**config.mk**
```make
export PLATFORM = sky130hd
export DESIGN_NAME = rtc_status_ctrl
export DESIGN_NICKNAME = d
export VERILOG_FILES = /design/src/rtl/rtc_status_pkg.sv /design/src/rtl/rtc_sync.sv /design/src/rtl/rtc_alarm_flag.sv /design/src/rtl/rtc_dst_flag.sv /design/src/rtl/rtc_status_ctrl.sv
export SDC_FILE = /design/constraint.sdc
export NUM_CORES = 1
export LEC_CHECK = 0
export ABC_CLOCK_PERIOD_IN_PS = 1900
export BUFFER_PORTS_ARGS = -buffer_cell sky130_fd_sc_hd__buf_2
export CORE_MARGIN = 8
export CORE_UTILIZATION = 30
export CTS_CLUSTER_DIAMETER = 80
export CTS_CLUSTER_SIZE = 28
export DETAILED_ROUTE_END_ITERATION = 7
export MAX_ROUTING_LAYER = met4
export PLACE_DENSITY = 0.67
export SLEW_MARGIN = 40
export SYNTH_ARGS = -nofsm -noshare
export SYNTH_HDL_FRONTEND = slang
export SYNTH_SLANG_ARGS = --single-unit
```
**constraint.sdc**
```tcl
create_clock -name clk -period 1.9 [get_ports clk]
set_clock_uncertainty 0.15 [all_clocks]
set_input_delay 0.19 -clock clk [delete_from_list [all_inputs] [get_ports clk]]
set_output_delay 0.19 -clock clk [all_outputs]
set_load 0.01 [all_outputs]
```
**src/rtl/rtc_status_pkg.sv**
```systemverilog
package rtc_status_pkg;
  localparam int STAT_W = 8;
  localparam int ADDR_W = 8;
  typedef logic [ADDR_W-1:0] addr_t;
  typedef logic [STAT_W-1:0] stat_t;

  localparam int B_BUSY = 7;
  localparam int B_OSCF = 6;
  localparam int B_DST  = 5;
  localparam int B_ALM  = 4;
  localparam int B_LVDD = 3;
  localparam int B_LB85 = 2;
  localparam int B_LB75 = 1;
  localparam int B_RTCF = 0;

  localparam stat_t STAT_RST = stat_t'(1) << B_RTCF;

  function automatic logic in_window(addr_t a, addr_t lo, addr_t hi);
    return (a >= lo) && (a <= hi);
  endfunction
endpackage

```
**src/rtl/rtc_sync.sv**
```systemverilog
module rtc_sync #(
  parameter int STAGES = 2
) (
  input  logic clk,
  input  logic rst_n,
  input  logic d_i,
  output logic q_o
);
  logic [STAGES-1:0] ff;

  generate
    if (STAGES == 1) begin : g_one
      always_ff @(posedge clk or negedge rst_n)
        if (!rst_n) ff <= '0;
        else        ff <= d_i;
    end else begin : g_chain
      always_ff @(posedge clk or negedge rst_n)
        if (!rst_n) ff <= '0;
        else        ff <= {ff[STAGES-2:0], d_i};
    end
  endgenerate

  assign q_o = ff[STAGES-1];
endmodule

```
**src/rtl/rtc_alarm_flag.sv**
```systemverilog
module rtc_alarm_flag (
  input  logic clk,
  input  logic rst_n,
  input  logic match_i,
  input  logic host_clr_i,
  input  logic auto_en_i,
  input  logic rd_active_i,
  output logic alm_o,
  output logic read_end_o
);
  logic alm_q, rd_q, seen_q;
  logic auto_clr;

  assign read_end_o = rd_q & ~rd_active_i;
  assign auto_clr   = read_end_o & auto_en_i & ~seen_q;

  always_ff @(posedge clk or negedge rst_n) begin
    if (!rst_n) begin
      alm_q  <= 1'b0;
      rd_q   <= 1'b0;
      seen_q <= 1'b0;
    end else begin
      rd_q <= rd_active_i;
      if (match_i)                      alm_q <= 1'b1;
      else if (host_clr_i || auto_clr)  alm_q <= 1'b0;
      if (rd_active_i && match_i)       seen_q <= 1'b1;
      else if (!rd_active_i)            seen_q <= 1'b0;
    end
  end

  assign alm_o = alm_q;


  alm_set_wins_chk: assert property (@(posedge clk) disable iff (!rst_n)
    match_i |=> alm_q);

  alm_no_host_set_chk: assert property (@(posedge clk) disable iff (!rst_n)
    (!match_i && !alm_q) |=> !alm_q);
endmodule

```
**src/rtl/rtc_dst_flag.sv**
```systemverilog
module rtc_dst_flag (
  input  logic clk,
  input  logic rst_n,
  input  logic en_i,
  input  logic fwd_i,
  input  logic rev_i,
  output logic adj_o
);
  logic adj_q;

  always_ff @(posedge clk or negedge rst_n) begin
    if (!rst_n)        adj_q <= 1'b0;
    else if (!en_i)    adj_q <= 1'b0;
    else if (rev_i)    adj_q <= 1'b0;
    else if (fwd_i)    adj_q <= 1'b1;
  end

  assign adj_o = adj_q;


  dst_disable_clears_chk: assert property (@(posedge clk) disable iff (!rst_n)
    !en_i |=> !adj_q);

  dst_reverse_clears_chk: assert property (@(posedge clk) disable iff (!rst_n)
    (en_i && rev_i) |=> !adj_q);
endmodule

```
**src/rtl/rtc_status_ctrl.sv**
```systemverilog
module rtc_status_ctrl
  import rtc_status_pkg::*;
#(
  parameter int    OSC_SYNC   = 2,
  parameter addr_t STAT_ADDR  = 8'h07,
  parameter addr_t TIME_LO    = 8'h00,
  parameter addr_t TIME_HI    = 8'h06,
  parameter addr_t COMP_LO    = 8'h08,
  parameter addr_t COMP_HI    = 8'h0D
) (
  input  logic        clk,
  input  logic        rst_n,
  input  logic        alarm_match_i,
  input  logic        alarm_autoclr_i,
  input  logic        dst_en_i,
  input  logic        dst_fwd_i,
  input  logic        dst_rev_i,
  input  logic        vdd_low_i,
  input  logic        on_battery_i,
  input  logic        total_loss_i,
  input  logic        osc_fault_i,
  input  logic        temp_busy_i,
  input  logic        bat85_low_i,
  input  logic        bat75_low_i,
  input  logic        host_wr_i,
  input  logic [7:0]  host_addr_i,
  input  logic [7:0]  host_wdata_i,
  input  logic        rd_active_i,
  output logic [7:0]  rdata_o,
  output logic [7:0]  status_o
  ,output logic       comp_wr_o
);
  // named internal events
  logic wr_status, alm_host_clr, time_wr, comp_hit, read_end;
  logic alm, dstadj, oscf;
  logic rtcf_q, lvdd_q, busy_q, lb85_q, lb75_q;

  assign wr_status    = host_wr_i && (host_addr_i == STAT_ADDR);
  assign alm_host_clr = wr_status && !host_wdata_i[B_ALM];
  assign time_wr      = host_wr_i && in_window(host_addr_i, TIME_LO, TIME_HI);
  assign comp_hit     = host_wr_i && in_window(host_addr_i, COMP_LO, COMP_HI);

  rtc_alarm_flag u_alarm (
    .clk        (clk),
    .rst_n      (rst_n),
    .match_i    (alarm_match_i),
    .host_clr_i (alm_host_clr),
    .auto_en_i  (alarm_autoclr_i),
    .rd_active_i(rd_active_i),
    .alm_o      (alm),
    .read_end_o (read_end)
  );

  rtc_dst_flag u_dst (
    .clk  (clk),
    .rst_n(rst_n),
    .en_i (dst_en_i),
    .fwd_i(dst_fwd_i),
    .rev_i(dst_rev_i),
    .adj_o(dstadj)
  );

  rtc_sync #(.STAGES(OSC_SYNC)) u_osc_sync (
    .clk  (clk),
    .rst_n(rst_n),
    .d_i  (osc_fault_i),
    .q_o  (oscf)
  );

  always_ff @(posedge clk or negedge rst_n) begin
    if (!rst_n) begin
      rtcf_q <= STAT_RST[B_RTCF];
      lvdd_q <= 1'b0;
      busy_q <= 1'b0;
      lb85_q <= 1'b0;
      lb75_q <= 1'b0;
    end else begin
      if (total_loss_i) rtcf_q <= 1'b1;
      else if (time_wr) rtcf_q <= 1'b0;
      lvdd_q <= vdd_low_i & ~on_battery_i;
      busy_q <= temp_busy_i;
      lb85_q <= bat85_low_i;
      lb75_q <= bat75_low_i;
    end
  end

  always_comb begin
    status_o         = '0;
    status_o[B_BUSY] = busy_q;
    status_o[B_OSCF] = oscf;
    status_o[B_DST]  = dstadj;
    status_o[B_ALM]  = alm;
    status_o[B_LVDD] = lvdd_q;
    status_o[B_LB85] = lb85_q;
    status_o[B_LB75] = lb75_q;
    status_o[B_RTCF] = rtcf_q;
  end

  assign rdata_o   = (host_addr_i == STAT_ADDR) ? status_o : '0;
  assign comp_wr_o = comp_hit & ~busy_q;


  rtcf_loss_sets_chk: assert property (@(posedge clk) disable iff (!rst_n)
    total_loss_i |=> status_o[B_RTCF]);

  rtcf_time_wr_clears_chk: assert property (@(posedge clk) disable iff (!rst_n)
    (time_wr && !total_loss_i) |=> !status_o[B_RTCF]);

  lvdd_battery_mode_chk: assert property (@(posedge clk) disable iff (!rst_n)
    on_battery_i |=> !status_o[B_LVDD]);

  alm_read_end_hold_chk: assert property (@(posedge clk) disable iff (!rst_n)
    (rd_active_i && alarm_match_i) |=> status_o[B_ALM]);
endmodule

```
==> results.yml, run 1 <==
global_routing:
  grt.overflow.total: 0
  groute.usage.overall: 0.0834
  grt_start_max_net_pins: 12
  grt_first_pass_wirelength_um: 2090
  vias_in_the_first_global_route: 466
  grt_antenna_before_repair: 0
routing:
  totalWireLength_um: 1300
  route.detailed.vias_per_inst: 4.21
  routed_wire_length_per_instance_um: 12.1
  number_of_design_rule_violations_left_after_detail_routing: 0
  drt-pass1-iter-count: 4
  drt_iter0_markers: 8
  route.vias.total: 455
  drt_antenna_net_count: 0
floorplan:
  design.core.area_um2: 1670
  floorplan.rows: 15
  die_w_um: 57.5
  initial_core_utilization: 0.309
  ios: 49
  floorplan.die_area_um2: 3300
  die-height_um: 57.5
timing:
  timing.final.crit_share: 0.843
  maximum_clock_frequency_mhz: 624
  tightestPinTransition_ps: 242
  tns_ps: 0
  setup_viol: 0
  rsz_0062_raised_after_global_routing: "false"
  max-slew-margin-rel: 0.838
  final_period_minus_worst_setup_slack_ps: 1600
  hold_viol: 0
  final_max_slew_violation_count: 0
cts:
  cts_tree: "built"
  cts.sinks: 11
  cts_max_path_buffers: 2
  ctsRootBufferMaster: "sky130_fd_sc_hd__clkbuf_4"
  htree_levels: 1
  cts_setup_buffers: 0
  tritoncts_buffers: 3
  cts_resized: 0
  clk_pin_slew_worst_paths_ps: 60
  worst_skew_pair.late_latency_ps: 260
final_layout:
  multiInputGateArea_um2: 168
  finish.net_count: 124
  final-seq-area_um2: 277
  drive_gt1_frac: 0.505
  layout.filler_cells: 157
  stdcell_area_um2: 801
  final_util: 0.479
  num_antenna_cells: 0
  mostFrequentLayoutCell: "sky130_fd_sc_hd__buf_2"
  most-common-layout-cells: "41 x sky130_fd_sc_hd__buf_2, 10 x sky130_fd_sc_hd__dfrtp_1, 10 x sky130_fd_sc_hd__dlygate4sd3_1"
  syn_to_final_growth_pct: 55.3
worst_setup_path:
  critical_path.max_fanout: 9
  critical_path.startpoint_type: "primary input"
  critPathKind: "in2out"
  data_required_time_of_the_critical_path_ps: 1560
  worstSetupEndpointType: "output pin"
  critical_path_arrival_ps: 1260
status:
  status: "complete, no violations"
place:
  place_area_um2: 674
  number_of_buffers_inserted_by_port_buffering: 41
  routability_congestion_estimate_from_global_placement: 0.678
yosys:
  synthesis.nets: 77
  syn_warnings: 0
  synthesis.instances: 45
  seq_area_frac_synth: 0.536
  post_synthesis_instance_area_um2: 515
  yosys_cell_types: 17
  synth.avg_cell_area_um2: 11.5
  ys_seq_elements: 11
min_path:
  hold_class: "in2reg"
power_and_ir_drop:
  p_leak_nw: 0.421
  power.density_cell_area_nw_per_um2: 592
  maximum_vdd_drop_uv: 474
run:
  cap_viol_max_count: 0
worst paths after layout:
path | to | startpoint | slack [ps] | cells past startpoint
worst max-delay path | rdata_o[3] | host_addr_i[4] | 300 | 5
worst min-delay path | rtcf_q$_DFFE_PN1P_ | total_loss_i | 30 | 3
worst max register to register | u_alarm.alm_o$_DFFE_PN0P_ | u_alarm.seen_q$_DFFE_PN0P_ | 850 | 2
worst min register to register | u_osc_sync.ff[1]$_DFF_PN0_ | u_osc_sync.ff[0]$_DFF_PN0_ | 200 | 0
max in group asynchronous | rtcf_q$_DFFE_PN1P_ | rst_n | 1160 | 2
min in group asynchronous | lb75_q$_DFF_PN0_ | rst_n | 180 | 2
cell usage after synthesis, drive strengths merged:
cell,number,area [µm²]
and2,9,56.3
and4,1,8.76
nor2,2,7.51
nor3b,2,15.0
nor2b,1,6.26
buf,9,67.6
dfrtp,10,250
o21a,1,7.51
nor4,2,27.5
inv,1,3.75
a31oi,1,6.26
a211oi,1,7.51
dfstp,1,26.3
a2bb2oi,1,8.76
nand2,2,7.51
o31a,1,8.76
worst max-delay path: stages:
cell and delay (ps):
sky130_fd_sc_hd__buf_2 110, sky130_fd_sc_hd__nor4_4 300, sky130_fd_sc_hd__and4_1 370, sky130_fd_sc_hd__and2_1 160, sky130_fd_sc_hd__buf_2 120
state kept, by name (all words and copies together), names as in the netlist:
name	count
busy_q	1
lb75_q	1
lb85_q	1
lvdd_q	1
rtcf_q	1
u_alarm.alm_o	1
u_alarm.rd_q	1
u_alarm.seen_q	1
u_dst.adj_o	1
u_osc_sync.ff	2
stage by stage:
step                hold slack, ps  std cells  total power (W)  worst slack [ps]
floorplan                     -256         45         0.000281               600
global placement             -87.5         94         0.000312               285
detailed placement           -81.1         94         0.000313               254
CTS                           19.3        108         0.000483               262
global route                  11.7        108         0.000512               183
finish                        29.0        108         0.000474               297
routing by layer:
metal	up-vias	track usage	routed length [µm]
met3	0	0.0359	71
met4	0	0.0321	0
met2	17	0.146	753
met1	201	0.0787	479
li1	237	-	-
met5	-	-	0
where the power goes:
| part | internal, W | switching [W] |
|---|---|---|
| registers | 0.000246 | 0.00000488 |
| logic | 0.0000442 | 0.0000292 |
| clock network | 0.0000811 | 0.0000694 |
| total | 0.000371 | 0.000104 |
final cells by class:
type | count | area share
multi-input cells | 24 | 0.209
repair buffers | 51 | 0.381
well taps | 17 | 0.0266
inverters | 1 | 0.00469
flip-flops and latches | 11 | 0.345
clock buffers | 4 | 0.0328
cell families (layout without fill, tap and decap cells):
logic type,Yosys count,after routing,share of synthesized area
flops,11,11,0.536
compound gates,5,5,0.0753
buf+inv,10,56,0.138
simple gates,19,19,0.250
what timing repair did:
| action | in CTS | in global routing |
|---|---|---|
| hold buffers | 10 | 0 |
| endpoints found under the setup margin | 0 | 0 |
| hold endpoints to repair | 19 | 0 |
(Power assumes the default switching activity.)
==> run 2: changes to the inputs <==
--- a/config.mk
+++ b/config.mk
@@ -5,7 +5,8 @@
 export SDC_FILE = /design/constraint.sdc
 export NUM_CORES = 1
 export LEC_CHECK = 0
-export ABC_CLOCK_PERIOD_IN_PS = 1900
+export ABC_AREA = 1
+export ABC_CLOCK_PERIOD_IN_PS = 1300
 export BUFFER_PORTS_ARGS = -buffer_cell sky130_fd_sc_hd__buf_2
 export CORE_MARGIN = 8
 export CORE_UTILIZATION = 30
@@ -13,7 +14,7 @@
 export CTS_CLUSTER_SIZE = 28
 export DETAILED_ROUTE_END_ITERATION = 7
 export MAX_ROUTING_LAYER = met4
-export PLACE_DENSITY = 0.67
+export PLACE_DENSITY = 0.66
 export SLEW_MARGIN = 40
 export SYNTH_ARGS = -nofsm -noshare
 export SYNTH_HDL_FRONTEND = slang
==> constraint.sdc (replaced) <==
create_clock -name clk -period 1.3 [get_ports clk]
set_clock_uncertainty 0.15 [all_clocks]
set_input_delay 0.13 -clock clk [delete_from_list [all_inputs] [get_ports clk]]
set_output_delay 0.13 -clock clk [all_outputs]
set_load 0.01 [all_outputs]
==> results.yml, run 2 <==
yosys:
  ys_seq_elements: 11
  ys.flop_type: "sky130_fd_sc_hd__dfrtp_1"
  yosys_cell_types: 15
  netlist.area_leader.share: 0.425
  synth-xor-area-share: 0
  synth.avg_cell_area_um2: 7.75
  syn_warnings: 0
  synthesis.nets: 108
  synth-simple-area-share: 0.285
  synth_top_family_by_area: "simple AND/OR/NAND/NOR gates"
  seq_area_frac_synth: 0.469
  synth.area.mux_share: 0
  yosys-top-cells-count: "19 x sky130_fd_sc_hd__inv_1, 14 x sky130_fd_sc_hd__nor2_1, 11 x sky130_fd_sc_hd__nand2_1"
  synth_compound_area_frac: 0.0170
  synth-edff-count: 0
  synthesis.instances: 76
  ys_top_cells_by_area: "sky130_fd_sc_hd__dfrtp_1 42%, sky130_fd_sc_hd__inv_1 12%, sky130_fd_sc_hd__buf_4 10%"
  post_synth_fa_ha_maj_area_fraction: 0
  synth_top_cell_by_area: "sky130_fd_sc_hd__dfrtp_1"
  yosys.cell_count.top_type: "sky130_fd_sc_hd__inv_1"
  fraction_of_registers_with_async_set_or_reset_after_synthesis: 1.00
  post_synthesis_instance_area_um2: 589
timing:
  final_max_slew_violation_count: 0
  rsz_0062_raised_after_global_routing: "true"
  maximum_clock_frequency_mhz: 757
  max-slew-margin-rel: 0.845
  timing.final.crit_share: 1.02
  hold_viol: 0
  setup_viol: 1
  tightestPinTransition_ps: 233
  final_period_minus_worst_setup_slack_ps: 1320
  postLayoutSetupSlackWorst_ps: -20.9
routing:
  routed_wire_length_per_instance_um: 10.2
  drt_antenna_net_count: 0
  route.vias.total: 575
  drt-pass1-iter-count: 3
  number_of_design_rule_violations_left_after_detail_routing: 0
  drt_iter0_markers: 21
  route.detailed.vias_per_inst: 3.76
  totalWireLength_um: 1560
cts:
  clk_pin_slew_worst_paths_ps: 60
  cts.sinks: 11
  htree_levels: 1
  cts_max_path_buffers: 2
  cts_tree: "built"
  tritoncts_buffers: 3
  worst_skew_pair.late_latency_ps: 250
  cts_setup_buffers: 0
  ctsRootBufferMaster: "sky130_fd_sc_hd__clkbuf_4"
floorplan:
  floorplan.die_area_um2: 3640
  floorplan.rows: 16
  die-height_um: 60.3
  die_w_um: 60.3
  initial_core_utilization: 0.310
  ios: 49
  design.core.area_um2: 1900
worst_setup_path:
  data_required_time_of_the_critical_path_ps: 1020
  cpPeakStageDelay_ps: 550
  worstSetupEndpointType: "output pin"
  critical_path.startpoint_type: "flip-flop"
  cp_slowest_cell: "sky130_fd_sc_hd__dfstp_2"
  critical_path_arrival_ps: 1040
  worstPathBufferInverterCount: 2
  critPathKind: "reg2out"
  path_cells: "inv_2, nor2_1, buf_2"
  family_of_cells_with_the_greatest_summed_delay_on_the_critical_path: "flip-flops"
  critical_path.max_fanout: 3
final_layout:
  stdcell_area_um2: 930
  drive_gt1_frac: 0.437
  syn_to_final_growth_pct: 57.7
  final-seq-area_um2: 277
  layout.filler_cells: 188
  final_util: 0.489
  mostFrequentLayoutCell: "sky130_fd_sc_hd__buf_2"
  post_layout_nonfiller_instances: 153
  top_register: "u_osc_sync.ff"
  num_antenna_cells: 0
  most-common-layout-cells: "41 x sky130_fd_sc_hd__buf_2, 18 x sky130_fd_sc_hd__inv_1, 14 x sky130_fd_sc_hd__nor2_1"
  largest_register_ffs: 2
  multiInputGateArea_um2: 183
  finish.net_count: 159
global_routing:
  grt_start_max_net_pins: 12
  grt.overflow.total: 0
  grt_antenna_before_repair: 0
  grt_first_pass_wirelength_um: 2530
  groute.usage.overall: 0.0958
  vias_in_the_first_global_route: 611
place:
  place.detailed.hpwl_um: 1230
  number_of_buffers_inserted_by_port_buffering: 41
  place_area_um2: 768
  numPlacedInstances: 136
  routability_congestion_estimate_from_global_placement: 0.689
status:
  status: "finished, violations left"
  violations: "setup timing"
power_and_ir_drop:
  maximum_vdd_drop_uv: 572
  power.density_cell_area_nw_per_um2: 769
  p_leak_nw: 0.560
min_path:
  hold_class: "in2reg"
run:
  cap_viol_max_count: 0
## run 2: cell types whose count changed after synthesis, moves of 2 or more
cell / before / now
sky130_fd_sc_hd__nor2_1: 2 / 14
sky130_fd_sc_hd__nor3b_1: 2 / 0
sky130_fd_sc_hd__nor2_4: 0 / 2
sky130_fd_sc_hd__nand3_1: 0 / 2
sky130_fd_sc_hd__and2_1: 9 / 0
sky130_fd_sc_hd__inv_1: 1 / 19
sky130_fd_sc_hd__nand2_1: 2 / 11
sky130_fd_sc_hd__nand2_2: 0 / 2
sky130_fd_sc_hd__nor2_2: 0 / 2
## run 2: cells by family (layout without fill, tap and decap cells)
kind of cell    count (synthesis)  in the layout
compound gates                  2              2
simple gates                   35             35
buf+inv                        28             78
flops                          11             11
## run 2: cell type report
type / count / share of cell area
Timing Repair Buffer: 54 / 0.361
Clock buffer: 4 / 0.0283
Multi-Input combinational cell: 37 / 0.197
Tap cell: 27 / 0.0363
Inverter: 20 / 0.0808
Sequential cell: 11 / 0.297
## run 2: worst paths after layout
| kind | depth (start not counted) | to | slack [ps] | startpoint |
|---|---|---|---|---|
| max | 3 | rdata_o[0] | -20 | rtcf_q$_DFFE_PN1P_ |
| max in group asynchronous | 2 | rtcf_q$_DFFE_PN1P_ | 630 | rst_n |
| max reg2reg | 6 | u_alarm.alm_o$_DFFE_PN0P_ | 350 | u_alarm.seen_q$_DFFE_PN0P_ |
| min | 5 | u_alarm.alm_o$_DFFE_PN0P_ | 30 | host_wdata_i[4] |
| min reg2reg | 0 | u_osc_sync.ff[1]$_DFF_PN0_ | 200 | u_osc_sync.ff[0]$_DFF_PN0_ |
| min in group asynchronous | 2 | lvdd_q$_DFF_PN0_ | 110 | rst_n |
## run 2: metrics by stage
stage | hold WS (ps) | total power (W) | TNS, ps | setup WS, ps
after floorplan | -316 | 0.000429 | 0 | 299
after global routing | 50.9 | 0.000766 | -72.2 | -72.2
final | 27.8 | 0.000715 | -20.9 | -20.9
after CTS | 21.8 | 0.000728 | -24.1 | -24.1
after global placement | -145 | 0.000472 | 0 | 224
after detailed placement | -145 | 0.000476 | 0 | 191
## run 2: worst reg2reg max path, stage by stage (launching register included)
cell and delay [ps]:
sky130_fd_sc_hd__dfrtp_1 360, sky130_fd_sc_hd__inv_1 70, sky130_fd_sc_hd__nand2_1 50, sky130_fd_sc_hd__nor2_1 80, sky130_fd_sc_hd__nor2_1 40, sky130_fd_sc_hd__nand2_1 50, sky130_fd_sc_hd__nand2_1 40
## run 2: power breakdown
part | internal, W | switching, W
registers | 0.000359 | 0.00000755
logic | 0.0000727 | 0.0000599
clock network | 0.000118 | 0.0000974
## run 2: metal layers
metal  part of all wire  vias to the layer above  track usage
met4                  0                        0       0.0204
met1               0.39                      245       0.0853
met5                  0                        -            -
met2               0.52                       23        0.180
met3              0.083                        0       0.0430
li1                   -                      307            -
## run 2: repair_timing
| item | 4_1_cts | 5_1_grt |
|---|---|---|
| pin swaps | 1 | 1 |
| resized for setup | 1 | 1 |
| cloned | 0 | 0 |
| endpoints found under the setup margin | 1 | 2 |
| hold endpoints to repair | 21 | 0 |
| hold buffers | 13 | 0 |
==> run 3: changes to the inputs <==
--- a/config.mk
+++ b/config.mk
@@ -8,7 +8,7 @@
 export ABC_AREA = 1
 export ABC_CLOCK_PERIOD_IN_PS = 1300
 export BUFFER_PORTS_ARGS = -buffer_cell sky130_fd_sc_hd__buf_2
-export CORE_MARGIN = 8
+export CORE_MARGIN = 2
 export CORE_UTILIZATION = 30
 export CTS_CLUSTER_DIAMETER = 80
 export CTS_CLUSTER_SIZE = 28
==> results.yml, run 3 (synthesis results as in run 2) <==
min_path:
  timing.hold.worst_path_depth: 5
  hold_class: "in2reg"
status:
  status: "complete, no violations"
routing:
  route.vias.total: 568
  drt_iter0_markers: 6
  totalWireLength_um: 1330
  drt-pass1-iter-count: 4
  number_of_design_rule_violations_left_after_detail_routing: 0
  route.detailed.vias_per_inst: 3.69
  routed_wire_length_per_instance_um: 8.66
  drt_antenna_net_count: 0
place:
  dp_worst_setup_slack_ps: 177
  place.detailed.hpwl_um: 1010
  number_of_buffers_inserted_by_port_buffering: 41
  routability_congestion_estimate_from_global_placement: 0.699
timing:
  maximum_clock_frequency_mhz: 776
  postLayoutSetupSlackWorst_ps: 10.8
  hold_viol: 0
  max-slew-margin-rel: 0.841
  tightestPinTransition_ps: 238
  final_period_minus_worst_setup_slack_ps: 1290
  timing.final.crit_share: 0.992
  rsz_0062_raised_after_global_routing: "true"
  setup_viol: 0
  final_max_slew_violation_count: 0
  tns_ps: 0
power_and_ir_drop:
  maximum_vdd_drop_uv: 697
  p_leak_nw: 0.567
  power.density_cell_area_nw_per_um2: 754
final_layout:
  layout.filler_cells: 199
  top_register: "u_osc_sync.ff"
  num_antenna_cells: 0
  largest_register_ffs: 2
  finish.net_count: 160
  syn_to_final_growth_pct: 60.1
  final-seq-area_um2: 277
  most-common-layout-cells: "40 x sky130_fd_sc_hd__buf_2, 18 x sky130_fd_sc_hd__inv_1, 14 x sky130_fd_sc_hd__nor2_1"
  final_util: 0.496
  multiInputGateArea_um2: 183
  drive_gt1_frac: 0.441
  mostFrequentLayoutCell: "sky130_fd_sc_hd__buf_2"
cts:
  cts_tree: "built"
  clk_pin_slew_worst_paths_ps: 60
  cts.sinks: 11
  ctsRootBufferMaster: "sky130_fd_sc_hd__clkbuf_4"
  tritoncts_buffers: 3
  htree_levels: 1
  cts_max_path_buffers: 2
  worst_skew_pair.late_latency_ps: 250
worst_setup_path:
  critical_path.startpoint_type: "flip-flop"
  critical_path_arrival_ps: 1010
  worstSetupEndpointType: "output pin"
  critPathKind: "reg2out"
  cp_slowest_cell: "sky130_fd_sc_hd__dfstp_2"
  data_required_time_of_the_critical_path_ps: 1020
  path_cells: "inv_2, nor2_1, buf_2"
  rr_worst_depth: 3
  critical_path.max_fanout: 2
  cpPeakStageDelay_ps: 530
global_routing:
  grt_busiest_layer: "met2"
  gr-usage-met2: 0.245
  grt_start_max_net_pins: 12
  grt_use_met1: 0.109
  groute.usage.overall: 0.125
  vias_in_the_first_global_route: 554
  grt.overflow.total: 0
  grt_antenna_before_repair: 0
  met3_usage: 0.0494
  grt_first_pass_wirelength_um: 2210
floorplan:
  die_w_um: 48.3
  initial_core_utilization: 0.310
  floorplan.rows: 16
  die-height_um: 48.3
  ios: 49
  floorplan.die_area_um2: 2330
  design.core.area_um2: 1900
run:
  cap_viol_max_count: 0
[run 3: critical path, delay by kind of cell, from the launching register on]
kind                   cells  cell delay, ps
and+or+nand+nor            1              60
buffers and inverters      2             160
DFF                        1             530
[run 3: power breakdown]
group | internal, W | switching, W | total [W]
clock | 0.000118 | 0.0000935 | 0.000212
combinational | 0.0000736 | 0.0000598 | 0.000133
sequential | 0.000359 | 0.00000759 | 0.000367
[run 3: repair_timing]
action	in CTS	in global routing
endpoints found under the hold margin	21	0
hold buffers	13	0
buffers inserted	1	0
pin swaps	1	1
endpoints found under the setup margin	1	3
gates resized for setup	1	2
[run 3: stage by stage]
step / instances / cell area [µm²] / hold WS [ps] / power, W
floorplan: 76 / 589 / -316 / 0.000429
global placement: 136 / 768 / -145 / 0.000471
detailed placement: 136 / 768 / -145 / 0.000475
CTS: 154 / 932 / 25.6 / 0.000728
global route: 154 / 943 / 48.9 / 0.000753
finish: 154 / 943 / 32.7 / 0.000712
[run 3: final cells by class]
type                       instances  area share
timing repair buffer              55       0.370
sequential                        11       0.293
inverter                          20      0.0796
tap                               27      0.0358
multi-input combinational         37       0.194
clock buffer                       4      0.0279
[run 3: worst paths after layout]
check	start	end	slack, ps
hold reg to reg	u_osc_sync.ff[0]$_DFF_PN0_	u_osc_sync.ff[1]$_DFF_PN0_	200
max in group asynchronous	rst_n	rtcf_q$_DFFE_PN1P_	590
min in group asynchronous	rst_n	u_alarm.alm_o$_DFFE_PN0P_	150
hold / removal	host_wdata_i[4]	u_alarm.alm_o$_DFFE_PN0P_	30
setup / recovery	rtcf_q$_DFFE_PN1P_	rdata_o[0]	10
setup reg to reg	rtcf_q$_DFFE_PN1P_	rtcf_q$_DFFE_PN1P_	360
[run 3: per-layer routing]
layer  wire, µm  part of all wire
met5          0                 0
met4         14             0.010
met3         72             0.054
met2        719              0.54
met1        527              0.40
